## src/rtl/usb_frame_pkg.sv

```systemverilog
package usb_frame_pkg;
  typedef enum logic [1:0] {
    HC_RESET   = 2'd0,
    HC_RESUME  = 2'd1,
    HC_OPER    = 2'd2,
    HC_SUSPEND = 2'd3
  } hc_state_e;

  typedef enum logic [1:0] {
    SEL_INTERVAL = 2'd0,
    SEL_REMAIN   = 2'd1,
    SEL_FNUM     = 2'd2,
    SEL_LSTHR    = 2'd3
  } reg_sel_e;

  localparam int WORD_W   = 32;
  localparam int MPS_LSB  = 16;
  localparam int TOG_BIT  = 31;
endpackage

```

## src/rtl/usb_frame_regs.sv

```systemverilog
module usb_frame_regs
  import usb_frame_pkg::*;
#(
  parameter int FI_W      = 14,
  parameter int MPS_W     = 15,
  parameter int LST_W     = 12,
  parameter int FI_RESET  = 11999,
  parameter int MPS_RESET = 'h2778,
  parameter int LST_RESET = 'h628
) (
  input  logic              clk,
  input  logic              rst,
  input  logic              wr_en,
  input  logic [1:0]        wr_sel,
  input  logic [WORD_W-1:0] wr_data,
  output logic [FI_W-1:0]   fi,
  output logic [MPS_W-1:0]  mps,
  output logic              fit,
  output logic [LST_W-1:0]  lst
);
  always_ff @(posedge clk) begin
    if (rst) begin
      fi  <= FI_W'(FI_RESET);
      mps <= MPS_W'(MPS_RESET);
      fit <= 1'b0;
      lst <= LST_W'(LST_RESET);
    end else if (wr_en) begin
      if (wr_sel == SEL_INTERVAL) begin
        fi  <= wr_data[FI_W-1:0];
        mps <= wr_data[MPS_LSB +: MPS_W];
        fit <= wr_data[TOG_BIT];
      end
      if (wr_sel == SEL_LSTHR) begin
        lst <= wr_data[LST_W-1:0];
      end
    end
  end
endmodule

```

## src/rtl/usb_frame_counter.sv

```systemverilog
module usb_frame_counter #(
  parameter int FI_W = 14,
  parameter int FN_W = 16
) (
  input  logic            clk,
  input  logic            rst,
  input  logic            is_oper,
  input  logic            bit_en,
  input  logic [FI_W-1:0] fi,
  input  logic            fit,
  output logic [FI_W-1:0] rem_cnt,
  output logic            rem_tog,
  output logic [FN_W-1:0] fnum,
  output logic            sof,
  output logic            fno
);
  localparam logic [FN_W-1:0] FN_ONE = FN_W'(1);

  logic            oper_q;
  logic            entry;
  logic            boundary;
  logic [FN_W-1:0] fnum_nxt;

  assign entry    = is_oper && !oper_q;
  assign boundary = is_oper && oper_q && bit_en && (rem_cnt == '0);
  assign fnum_nxt = fnum + FN_ONE;

  always_ff @(posedge clk) begin
    if (rst) begin
      oper_q  <= 1'b0;
      rem_cnt <= '0;
      rem_tog <= 1'b0;
      fnum    <= '0;
      sof     <= 1'b0;
      fno     <= 1'b0;
    end else begin
      oper_q <= is_oper;
      sof    <= 1'b0;
      fno    <= 1'b0;
      if (entry) begin
        rem_cnt <= fi;
        rem_tog <= fit;
        sof     <= 1'b1;
      end else if (boundary) begin
        rem_cnt <= fi;
        rem_tog <= fit;
        fnum    <= fnum_nxt;
        sof     <= 1'b1;
        fno     <= fnum_nxt[FN_W-1] ^ fnum[FN_W-1];
      end else if (is_oper && bit_en) begin
        rem_cnt <= rem_cnt - 1'b1;
      end
    end
  end
endmodule

```

## src/rtl/usb_frame_rdmux.sv

```systemverilog
module usb_frame_rdmux
  import usb_frame_pkg::*;
#(
  parameter int FI_W  = 14,
  parameter int MPS_W = 15,
  parameter int LST_W = 12,
  parameter int FN_W  = 16
) (
  input  logic              clk,
  input  logic              rst,
  input  logic [1:0]        rd_sel,
  input  logic              is_oper,
  input  logic [FI_W-1:0]   fi,
  input  logic [MPS_W-1:0]  mps,
  input  logic              fit,
  input  logic [LST_W-1:0]  lst,
  input  logic [FI_W-1:0]   rem_cnt,
  input  logic              rem_tog,
  input  logic [FN_W-1:0]   fnum,
  output logic [WORD_W-1:0] rd_data
);
  logic [WORD_W-1:0] word;

  always_comb begin
    word = '0;
    case (rd_sel)
      SEL_INTERVAL: begin
        word[FI_W-1:0]          = fi;
        word[MPS_LSB +: MPS_W]  = mps;
        word[TOG_BIT]           = fit;
      end
      SEL_REMAIN: begin
        word[TOG_BIT] = rem_tog;
        if (is_oper) word[FI_W-1:0] = rem_cnt;
      end
      SEL_FNUM:  word[FN_W-1:0]  = fnum;
      default:   word[LST_W-1:0] = lst;
    endcase
  end

  always_ff @(posedge clk) begin
    if (rst) rd_data <= '0;
    else     rd_data <= word;
  end
endmodule

```

## src/rtl/usb_frame_timer.sv

```systemverilog
module usb_frame_timer
  import usb_frame_pkg::*;
#(
  parameter int FI_W      = 14,
  parameter int MPS_W     = 15,
  parameter int LST_W     = 12,
  parameter int FN_W      = 16,
  parameter int PIDX_W    = 5,
  parameter int FI_RESET  = 11999,
  parameter int MPS_RESET = 'h2778,
  parameter int LST_RESET = 'h628
) (
  input  logic              clk,
  input  logic              rst,
  input  logic [1:0]        hc_state,
  input  logic              bit_en,
  input  logic              wr_en,
  input  logic [1:0]        wr_sel,
  input  logic [31:0]       wr_data,
  input  logic [1:0]        rd_sel,
  output logic [31:0]       rd_data,
  output logic [FN_W-1:0]   frame_num,
  output logic [PIDX_W-1:0] periodic_idx,
  output logic              sof_pulse,
  output logic              fno_pulse
);
  logic [FI_W-1:0]  fi;
  logic [MPS_W-1:0] mps;
  logic             fit;
  logic [LST_W-1:0] lst;
  logic [FI_W-1:0]  rem_cnt;
  logic             rem_tog;
  logic             is_oper;

  assign is_oper      = (hc_state == HC_OPER);
  assign periodic_idx = frame_num[PIDX_W-1:0];

  usb_frame_regs #(
    .FI_W(FI_W), .MPS_W(MPS_W), .LST_W(LST_W),
    .FI_RESET(FI_RESET), .MPS_RESET(MPS_RESET), .LST_RESET(LST_RESET)
  ) i_regs (
    .clk(clk), .rst(rst), .wr_en(wr_en), .wr_sel(wr_sel), .wr_data(wr_data),
    .fi(fi), .mps(mps), .fit(fit), .lst(lst)
  );

  usb_frame_counter #(.FI_W(FI_W), .FN_W(FN_W)) i_cnt (
    .clk(clk), .rst(rst), .is_oper(is_oper), .bit_en(bit_en),
    .fi(fi), .fit(fit), .rem_cnt(rem_cnt), .rem_tog(rem_tog),
    .fnum(frame_num), .sof(sof_pulse), .fno(fno_pulse)
  );

  usb_frame_rdmux #(.FI_W(FI_W), .MPS_W(MPS_W), .LST_W(LST_W), .FN_W(FN_W)) i_rd (
    .clk(clk), .rst(rst), .rd_sel(rd_sel), .is_oper(is_oper),
    .fi(fi), .mps(mps), .fit(fit), .lst(lst),
    .rem_cnt(rem_cnt), .rem_tog(rem_tog), .fnum(frame_num), .rd_data(rd_data)
  );
endmodule

```

## config.mk

```make
export PLATFORM = sky130hd
export DESIGN_NAME = usb_frame_timer
export DESIGN_NICKNAME = d
export VERILOG_FILES = /design/src/rtl/usb_frame_pkg.sv /design/src/rtl/usb_frame_regs.sv /design/src/rtl/usb_frame_counter.sv /design/src/rtl/usb_frame_rdmux.sv /design/src/rtl/usb_frame_timer.sv
export SDC_FILE = /design/constraint.sdc
export NUM_CORES = 1
export LEC_CHECK = 0
export ABC_AREA = 1
export CAP_MARGIN = 0
export CORE_MARGIN = 5
export CORE_UTILIZATION = 46
export CTS_CLUSTER_SIZE = 40
export DETAILED_ROUTE_END_ITERATION = 12
export GPL_ROUTABILITY_DRIVEN = 0
export PLACE_DENSITY = 0.83
export SLEW_MARGIN = 20
export SYNTH_ARGS = -nofsm -noshare
export SYNTH_HDL_FRONTEND = slang
export SYNTH_SLANG_ARGS = --single-unit
```

## constraint.sdc

```tcl
create_clock -name clk -period 1.7 [get_ports clk]
set_input_delay 0.17 -clock clk [delete_from_list [all_inputs] [get_ports clk]]
set_output_delay 0.17 -clock clk [all_outputs]
set_load 0.02 [all_outputs]
```

==> results_dict.tcl, run 1 <==
set metrics [dict create \
    antenna_cells 0 \
    timing.rr.end "i_cnt.fnum[8]$_SDFFE_PP0P_" \
    route.detailed.drc 0 \
    crit_path_frequent_cell "nand3_4" \
    grt_pass1_wl_um 20100 \
    setup_viol 0 \
    die-area_um2 12000 \
    worstReg2RegStart "i_cnt.rem_cnt[0]$_SDFFE_PP0P_" \
    ys_types 34 \
    critPathLaunchType "flip-flop" \
    holdBufCountCts 0 \
    drive_above_1_share_pct 11.9 \
    fin_area_um2 6200 \
    finalMaxSlewViolations 0 \
    dr.pass1.iters 5 \
    nets 781 \
    place_inst 856 \
    n_fill_cell 826 \
    drtIter0Drc 332 \
    path_cells "inv_2, ha_4, nand3_4, nor2_4, nand3_4, buf_6, nor3_4, buf_4, a31oi_1" \
    critPathArrivalTime_ns 1.93 \
    ios 97 \
    rrSetupSlack_ns 0.03 \
    initial_core_util_pct 46.9 \
    rows 36 \
    portBuffers 94 \
    htree_levels 3 \
    worstSetupPathType "reg2reg" \
    layout_min_cycle_time_ns 1.67 \
    reg2reg_depth 9 \
    seq_area_frac_synth_pct 47.6 \
    vias 4580 \
    worst_slew_pin_slew_ns 0.339 \
    clockBufferDepth 2 \
    hold_viol_final 0 \
    yosysWarningCount 0 \
    grt.total_usage_pct 21.0 \
    slowest_delay_ns 0.35 \
    clock-sinks 108 \
    worstHoldStart "wr_data[29]" \
    hold_path.class "in2reg" \
    relSlewSlack_pct 77.4 \
    fp.dieW_um 109 \
    placed_area_um2 5840 \
    synth-seq-cells 108 \
    synth.largest_area_cell "dfxtp_1" \
    layout_commonest_cell "nand2_1" \
    crit_family "simple AND/OR/NAND/NOR gates" \
    cts_root_buf "clkbuf_8" \
    end_kind "flip-flop" \
    syn_area_per_cell_um2 7.32 \
    critPathBufInv 3 \
    area_growth_syn_to_layout_pct 36.5 \
    antenna_found_initial 0 \
    synthCells 620 \
    ir_drop_uv 564 \
    netlist_area_um2 4540 \
    wire_per_inst_um 14.1 \
    drt-total-wl_um 12300 \
    grt.overflow.total 0 \
    synth_top_area_share_pct 47.6 \
    instances_no_fill 875 \
    clock_latency_ns 0.38 \
    layout_worst_path_cycle_share_pct 98.2 \
    path_clk_slew_ns 0.11 \
    fmax_ghz 0.599 \
    ant_nets 0 \
    synth_nets 664 \
    rsz0062_at_grt "true" \
    dp_hpwl_um 9200 \
    power_per_cell_area_nw_per_um2 882 \
    core_area_um2 9680 \
    final_cell_mix "nand2_1 (139), dfxtp_1 (105), clkdlybuf4s50_1 (89)" \
    finalPower_mw 5.47 \
    crit_required_ns 1.96 \
    status "finished clean" \
    holdPathEnd "i_regs.mps[13]$_SDFFE_PP1P_" \
    grt_max_degree 43 \
    cap_violations 0 \
    worst-path-max-fanout 6 \
    grt_pass1_vias 4455 \
    clock_skew_ns 0.00962 \
    viasPerCell 5.23 \
    critPathSlowestCell "dfxtp_2" \
    fin_tns_setup_ns 0 \
    die_y_um 109 \
    hold_ws_ns 0.356 \
    tritoncts "built" \
    cts_buffers 9 \
    p_leak_nw 2.63 \
    holdPathStages 3 \
    synth_area_leaders "dfxtp_1 (48%), nand2_1 (12%), a21oi_1 (6.3%)" \
]
-- worst reg2reg max path: stages, from the launching register on --
cell     delay (ns)
dfxtp_2        0.35
inv_2          0.08
ha_4           0.15
nand3_4        0.08
nor2_4         0.14
nand3_4        0.14
buf_6          0.16
nor3_4         0.22
buf_4          0.17
a31oi_1        0.06
-- state kept, by name (all words and copies together) (netlist names) --
register       count
i_rd.rd_data      32
i_cnt.fnum        16
i_regs.mps        15
i_cnt.rem_cnt     14
i_regs.fi         14
i_regs.lst        12
i_cnt.fno          1
i_cnt.oper_q       1
i_cnt.rem_tog      1
i_cnt.sof          1
i_regs.fit         1
-- metal layers --
layer	GRT usage, %	vias to the layer above	part of all wire [%]
met3	7.11	34	10
met2	35.7	205	47
li1	-	2235	-
met4	7.30	0	2.5
met1	24.6	2106	40
met5	0	-	0
-- area by class of cell --
type | instances | area (µm²) | area share [%]
multi-input cells | 406 | 2020 | 32.6
repair buffers | 138 | 1330 | 21.4
clock buffers | 9 | 124 | 2.00
clock inverters | 7 | 115 | 1.86
well taps | 133 | 166 | 2.69
inverters | 74 | 278 | 4.48
flip-flops and latches | 108 | 2170 | 35.0
-- report_power, final --
part	switching (mW)	total (mW)	leakage (nW)	internal, mW
clock network	0.949	1.82	0.122	0.870
registers	0.0659	2.71	0.883	2.64
logic	0.523	0.940	1.63	0.417
total	1.54	5.47	2.63	3.93
-- cell families after synthesis --
logic type / Yosys count / share of synthesized area [%]
buffers and inverters: 106 / 9.53
DFF: 108 / 47.6
xor gates and xnor gates: 4 / 0.772
and+or+nand+nor: 271 / 25.5
AOI/OAI and AO/OA: 129 / 16.0
adders and majority gates: 2 / 0.551
-- worst max path at each step --
stage               slack, ns  cells past startpoint                        endpoint                     startpoint
floorplan                0.07                     12  i_cnt.rem_cnt[12]$_SDFFE_PP0P_  i_cnt.rem_cnt[0]$_SDFFE_PP0P_
finish                   0.03                      9      i_cnt.fnum[8]$_SDFFE_PP0P_  i_cnt.rem_cnt[0]$_SDFFE_PP0P_
global placement        -0.11                     11  i_cnt.rem_cnt[10]$_SDFFE_PP0P_                    hc_state[0]
CTS                     0.004                     10      i_cnt.fnum[6]$_SDFFE_PP0P_  i_cnt.rem_cnt[1]$_SDFFE_PP0P_
detailed placement      -0.17                      9      i_cnt.fnum[6]$_SDFFE_PP0P_                    hc_state[1]
global route            -0.07                     10      i_cnt.fnum[6]$_SDFFE_PP0P_  i_cnt.rem_cnt[0]$_SDFFE_PP0P_
-- cells in the mapped netlist, drive strengths merged --
master and number:
a21oi 57, a22oi 5, a31oi 7, and2 1, buf 12, clkbuf 20
clkinv 3, dfxtp 108, ha 2, inv 71, nand2 142, nand3 32
nand3b 1, nand4 7, nor2 80, nor3 5, nor4 3, o211ai 17
o21a 2, o21ai 32, o22ai 8, o32ai 1, xnor2 1, xor2 3
-- through the flow --
stage / setup WS, ns / utilization [%]
floorplan: 0.0703 / -
global placement: -0.109 / 60.3
detailed placement: -0.174 / 60.3
CTS: 0.00359 / 63.0
global route: -0.0665 / 64.0
finish: 0.0304 / 64.0
-- timing repair --
item | 4_1_cts | 5_1_grt
resized for setup | 5 | 29
buffers inserted | 2 | 1
pin swaps | 4 | 8
endpoints found under the setup margin | 8 | 29
(Power assumes the default switching activity.)
==> run 2: changes to the inputs <==
--- a/config.mk
+++ b/config.mk
@@ -6,13 +6,13 @@
 export NUM_CORES = 1
 export LEC_CHECK = 0
 export ABC_AREA = 1
-export CAP_MARGIN = 0
 export CORE_MARGIN = 5
 export CORE_UTILIZATION = 46
 export CTS_CLUSTER_SIZE = 40
 export DETAILED_ROUTE_END_ITERATION = 12
 export GPL_ROUTABILITY_DRIVEN = 0
 export PLACE_DENSITY = 0.83
+export SKIP_CTS_REPAIR_TIMING = 1
 export SLEW_MARGIN = 20
 export SYNTH_ARGS = -nofsm -noshare
 export SYNTH_HDL_FRONTEND = slang
==> results_dict.tcl, run 2 (same netlist as run 1, synthesis figures left out) <==
set metrics [dict create \
    status "finished clean" \
    layout_setup_ws_ns 0.0172 \
    grt_pass1_vias 4468 \
    layout_min_cycle_time_ns 1.68 \
    ir_drop_uv 568 \
    cts_buffers 9 \
    fin_area_um2 6210 \
    cts_root_buf "clkbuf_8" \
    detailedPlace.worstSlack_ns -0.174 \
    fp.dieW_um 109 \
    initial_core_util_pct 46.9 \
    grt.overflow.total 0 \
    viasPerCell 5.22 \
    top_register "i_rd.rd_data" \
    finalMaxSlewViolations 0 \
    worst_slew_pin_slew_ns 0.340 \
    ant_nets 0 \
    clock_latency_ns 0.38 \
    path_clk_slew_ns 0.11 \
    layout_commonest_cell "nand2_1" \
    path_cells "inv_2, ha_4, nand3_4, nor2_4, nand3_4, buf_6, nor3_4, buf_4, a31oi_1" \
    rows 36 \
    critPathSlowestCell "dfxtp_2" \
    crit_family "simple AND/OR/NAND/NOR gates" \
    final_cell_mix "nand2_1 (140), dfxtp_1 (101), clkdlybuf4s50_1 (92)" \
    drive_above_1_share_pct 12.4 \
    grt_max_degree 43 \
    portBuffers 94 \
    dr.pass1.iters 5 \
    vias 4575 \
    rsz0062_at_grt "true" \
    clock-sinks 108 \
    cap_violations 0 \
    largest_reg_flops 32 \
    grt_pass1_wl_um 20100 \
    p_leak_nw 2.61 \
    die-area_um2 12000 \
    hold_viol_final 0 \
    setup_viol 0 \
    grt.total_usage_pct 21.0 \
    fmax_ghz 0.594 \
    drtIter0Drc 317 \
    tritoncts "built" \
    slowest_delay_ns 0.35 \
    drt-total-wl_um 12600 \
    fin_tns_setup_ns 0 \
    crit_required_ns 1.96 \
    critPathBufInv 3 \
    relSlewSlack_pct 77.3 \
    n_fill_cell 830 \
    end_kind "flip-flop" \
    wire_per_inst_um 14.4 \
    worst-path-max-fanout 6 \
    area_growth_syn_to_layout_pct 36.7 \
    clock_skew_ns 0.00924 \
    htree_levels 3 \
    antenna_found_initial 0 \
    placed_area_um2 5840 \
    crit_path_frequent_cell "nand3_4" \
    route.detailed.drc 0 \
    worstSetupPathType "reg2reg" \
    ios 97 \
    hold_path.class "in2reg" \
    top_regs "i_rd.rd_data (32), i_cnt.fnum (16), i_regs.mps (15)" \
    core_area_um2 9680 \
    critPathArrivalTime_ns 1.95 \
    antenna_cells 0 \
    power_per_cell_area_nw_per_um2 882 \
    critPathLaunchType "flip-flop" \
    nets 783 \
    hold_ws_ns 0.358 \
    layout_worst_path_cycle_share_pct 99.0 \
    die_y_um 109 \
    clockBufferDepth 2 \
    dp_hpwl_um 9200 \
]
run 2: final cells by class:
type	instances	area (µm²)	share of cell area (%)
Clock buffer	9	124	2.00
Tap cell	133	166	2.68
Sequential cell	108	2170	35.0
Timing Repair Buffer	139	1340	21.6
Inverter	74	278	4.48
Clock inverter	7	115	1.85
Multi-Input combinational cell	407	2010	32.5
run 2: power by group:
group / switching (mW) / internal, mW / leakage, nW / total (mW)
logic: 0.530 / 0.418 / 1.60 / 0.948
registers: 0.0663 / 2.64 / 0.885 / 2.71
clock network: 0.945 / 0.870 / 0.122 / 1.81
run 2: metrics by stage:
stage / std cells / util [%] / total power [mW]
floorplan: 620 / - / 3.28
global placement: 856 / 60.3 / 3.61
global route: 877 / 64.1 / 5.72
detailed placement: 856 / 60.3 / 3.65
finish: 877 / 64.1 / 5.47
CTS: 872 / 62.8 / 5.44
run 2: final timing paths:
check / slack, ns / end / from / cells past startpoint
min reg2reg: 0.44 / i_rd.rd_data[17]$_SDFF_PP0_ / i_regs.mps[1]$_SDFFE_PP0P_ / 2
min: 0.36 / i_regs.mps[13]$_SDFFE_PP1P_ / wr_data[29] / 3
max: 0.02 / i_cnt.fnum[8]$_SDFFE_PP0P_ / i_cnt.rem_cnt[0]$_SDFFE_PP0P_ / 9
max reg2reg: 0.02 / i_cnt.fnum[8]$_SDFFE_PP0P_ / i_cnt.rem_cnt[0]$_SDFFE_PP0P_ / 9
run 2: tightest hold or removal path, stage by stage:
cell and delay (ns):
clkdlybuf4s50_1 0.39, nand2_1 0.06, o211ai_1 0.07
run 2: layer usage:
layer | routed length, µm | track usage [%]
met3 | 1360 | 6.99
met2 | 5970 | 36.3
met1 | 4950 | 24.7
met4 | 309 | 6.41
met5 | 0 | 0
==> run 3: changes to the inputs <==
--- a/config.mk
+++ b/config.mk
@@ -10,7 +10,7 @@
 export CORE_UTILIZATION = 46
 export CTS_CLUSTER_SIZE = 40
 export DETAILED_ROUTE_END_ITERATION = 12
-export GPL_ROUTABILITY_DRIVEN = 0
+export GPL_ROUTABILITY_DRIVEN = 1
 export PLACE_DENSITY = 0.83
 export SKIP_CTS_REPAIR_TIMING = 1
 export SLEW_MARGIN = 20
==> results_dict.tcl, run 3 (same netlist as run 1, synthesis figures left out) <==
set metrics [dict create \
    relSlewSlack_pct 72.6 \
    dp_hpwl_um 9270 \
    layout_min_cycle_time_ns 1.65 \
    fp.dieW_um 109 \
    n_fill_cell 838 \
    clock_latency_ns 0.37 \
    fmax_ghz 0.605 \
    antenna_found_initial 0 \
    vias 4622 \
    ant_nets 0 \
    clock_skew_ns 0.0109 \
    clock-sinks 108 \
    register_area_um2 2170 \
    grt.total_usage_pct 21.0 \
    end_kind "flip-flop" \
    rrSetupSlack_ns 0.05 \
    initial_core_util_pct 46.9 \
    setup_viol 0 \
    crit_required_ns 1.97 \
    largest_reg_flops 32 \
    status "finished clean" \
    multi_input_area_um2 1990 \
    final_cell_mix "nand2_1 (141), dfxtp_1 (103), clkdlybuf4s50_1 (93)" \
    route.detailed.drc 0 \
    cap_violations 0 \
    rsz0062_at_grt "true" \
    p_leak_nw 2.56 \
    grt.overflow.total 0 \
    die-area_um2 12000 \
    layout_commonest_cell "nand2_1" \
    ios 97 \
    hold_viol_final 0 \
    routabilityCongestion 0.944 \
    grt_max_degree 43 \
    drtIter0Drc 326 \
    layout_worst_path_cycle_share_pct 97.2 \
    worst_slew_pin_slew_ns 0.410 \
    worstSetupPathType "reg2reg" \
    ir_drop_uv 663 \
    drt-total-wl_um 12500 \
    viasPerCell 5.28 \
    finalMaxSlewViolations 0 \
    portBuffers 94 \
    hold_path.class "in2reg" \
    cts_root_buf "clkbuf_8" \
    grt_pass1_wl_um 20100 \
    clockBufferDepth 2 \
    critPathLaunchType "flip-flop" \
    core_area_um2 9680 \
    worst-path-max-fanout 6 \
    drive_above_1_share_pct 11.2 \
    grt_pass1_vias 4440 \
    dr.pass1.iters 5 \
    top_regs "i_rd.rd_data (32), i_cnt.fnum (16), i_regs.mps (15)" \
    wire_per_inst_um 14.2 \
    critPathArrivalTime_ns 1.92 \
    area_growth_syn_to_layout_pct 35.1 \
    antenna_cells 0 \
    fin_tns_setup_ns 0 \
    layout_setup_ws_ns 0.0471 \
    top_register "i_rd.rd_data" \
    detailedPlace.worstSlack_ns -0.173 \
    htree_levels 3 \
    rows 36 \
    die_y_um 109 \
    path_clk_slew_ns 0.11 \
    tritoncts "built" \
    cts_buffers 9 \
    power_per_cell_area_nw_per_um2 851 \
    nets 782 \
]
==> run 3: final timing paths <==
path,from,end,cells after the start
max reg2reg,i_cnt.rem_cnt[0]$_SDFFE_PP0P_,i_cnt.fnum[6]$_SDFFE_PP0P_,10
min,wr_data[29],i_regs.mps[13]$_SDFFE_PP1P_,3
min reg2reg,i_regs.mps[5]$_SDFFE_PP1P_,i_rd.rd_data[21]$_SDFF_PP0_,2
max,i_cnt.rem_cnt[0]$_SDFFE_PP0P_,i_cnt.fnum[6]$_SDFFE_PP0P_,10
==> run 3: stage by stage <==
step	power [mW]	util [%]	std cells	hold WS, ns	area, µm²
after global routing	5.45	63.3	876	0.380	6130
after CTS	5.20	62.7	875	0.359	6070
after detailed placement	3.66	60.6	859	0.428	5870
final	5.22	63.3	876	0.366	6130
after global placement	3.64	60.6	859	0.424	5870
after floorplan	3.28	-	620	0.283	4540
==> run 3: where the power goes <==
group,switching (mW),internal (mW)
sequential,0.0611,2.64
clock,0.944,0.612
combinational,0.531,0.428
==> run 3: final cells by class <==
class	count	area share (%)
tap	133	2.71
sequential	108	35.3
clock inverter	6	1.02
clock buffer	10	2.24
timing repair buffer	139	21.8
inverter	74	4.53
multi-input combinational	406	32.4
==> run 3: critical path, stage by stage (launching register included) <==
cell,delay [ns]
dfxtp_2,0.34
inv_2,0.08
ha_4,0.15
nand3_4,0.08
nor2_4,0.13
nand3_4,0.13
buf_6,0.15
nor3_4,0.26
nand3_1,0.12
nand2_1,0.07
nor2_1,0.04
==> run 3: routing by layer <==
layer	global-route usage, %	share of wire [%]	up-vias
met1	25.5	41	2140
met4	8.64	2.7	0
met3	4.93	9.3	32
met2	35.8	47	210
li1	-	-	2240
met5	0	0	-
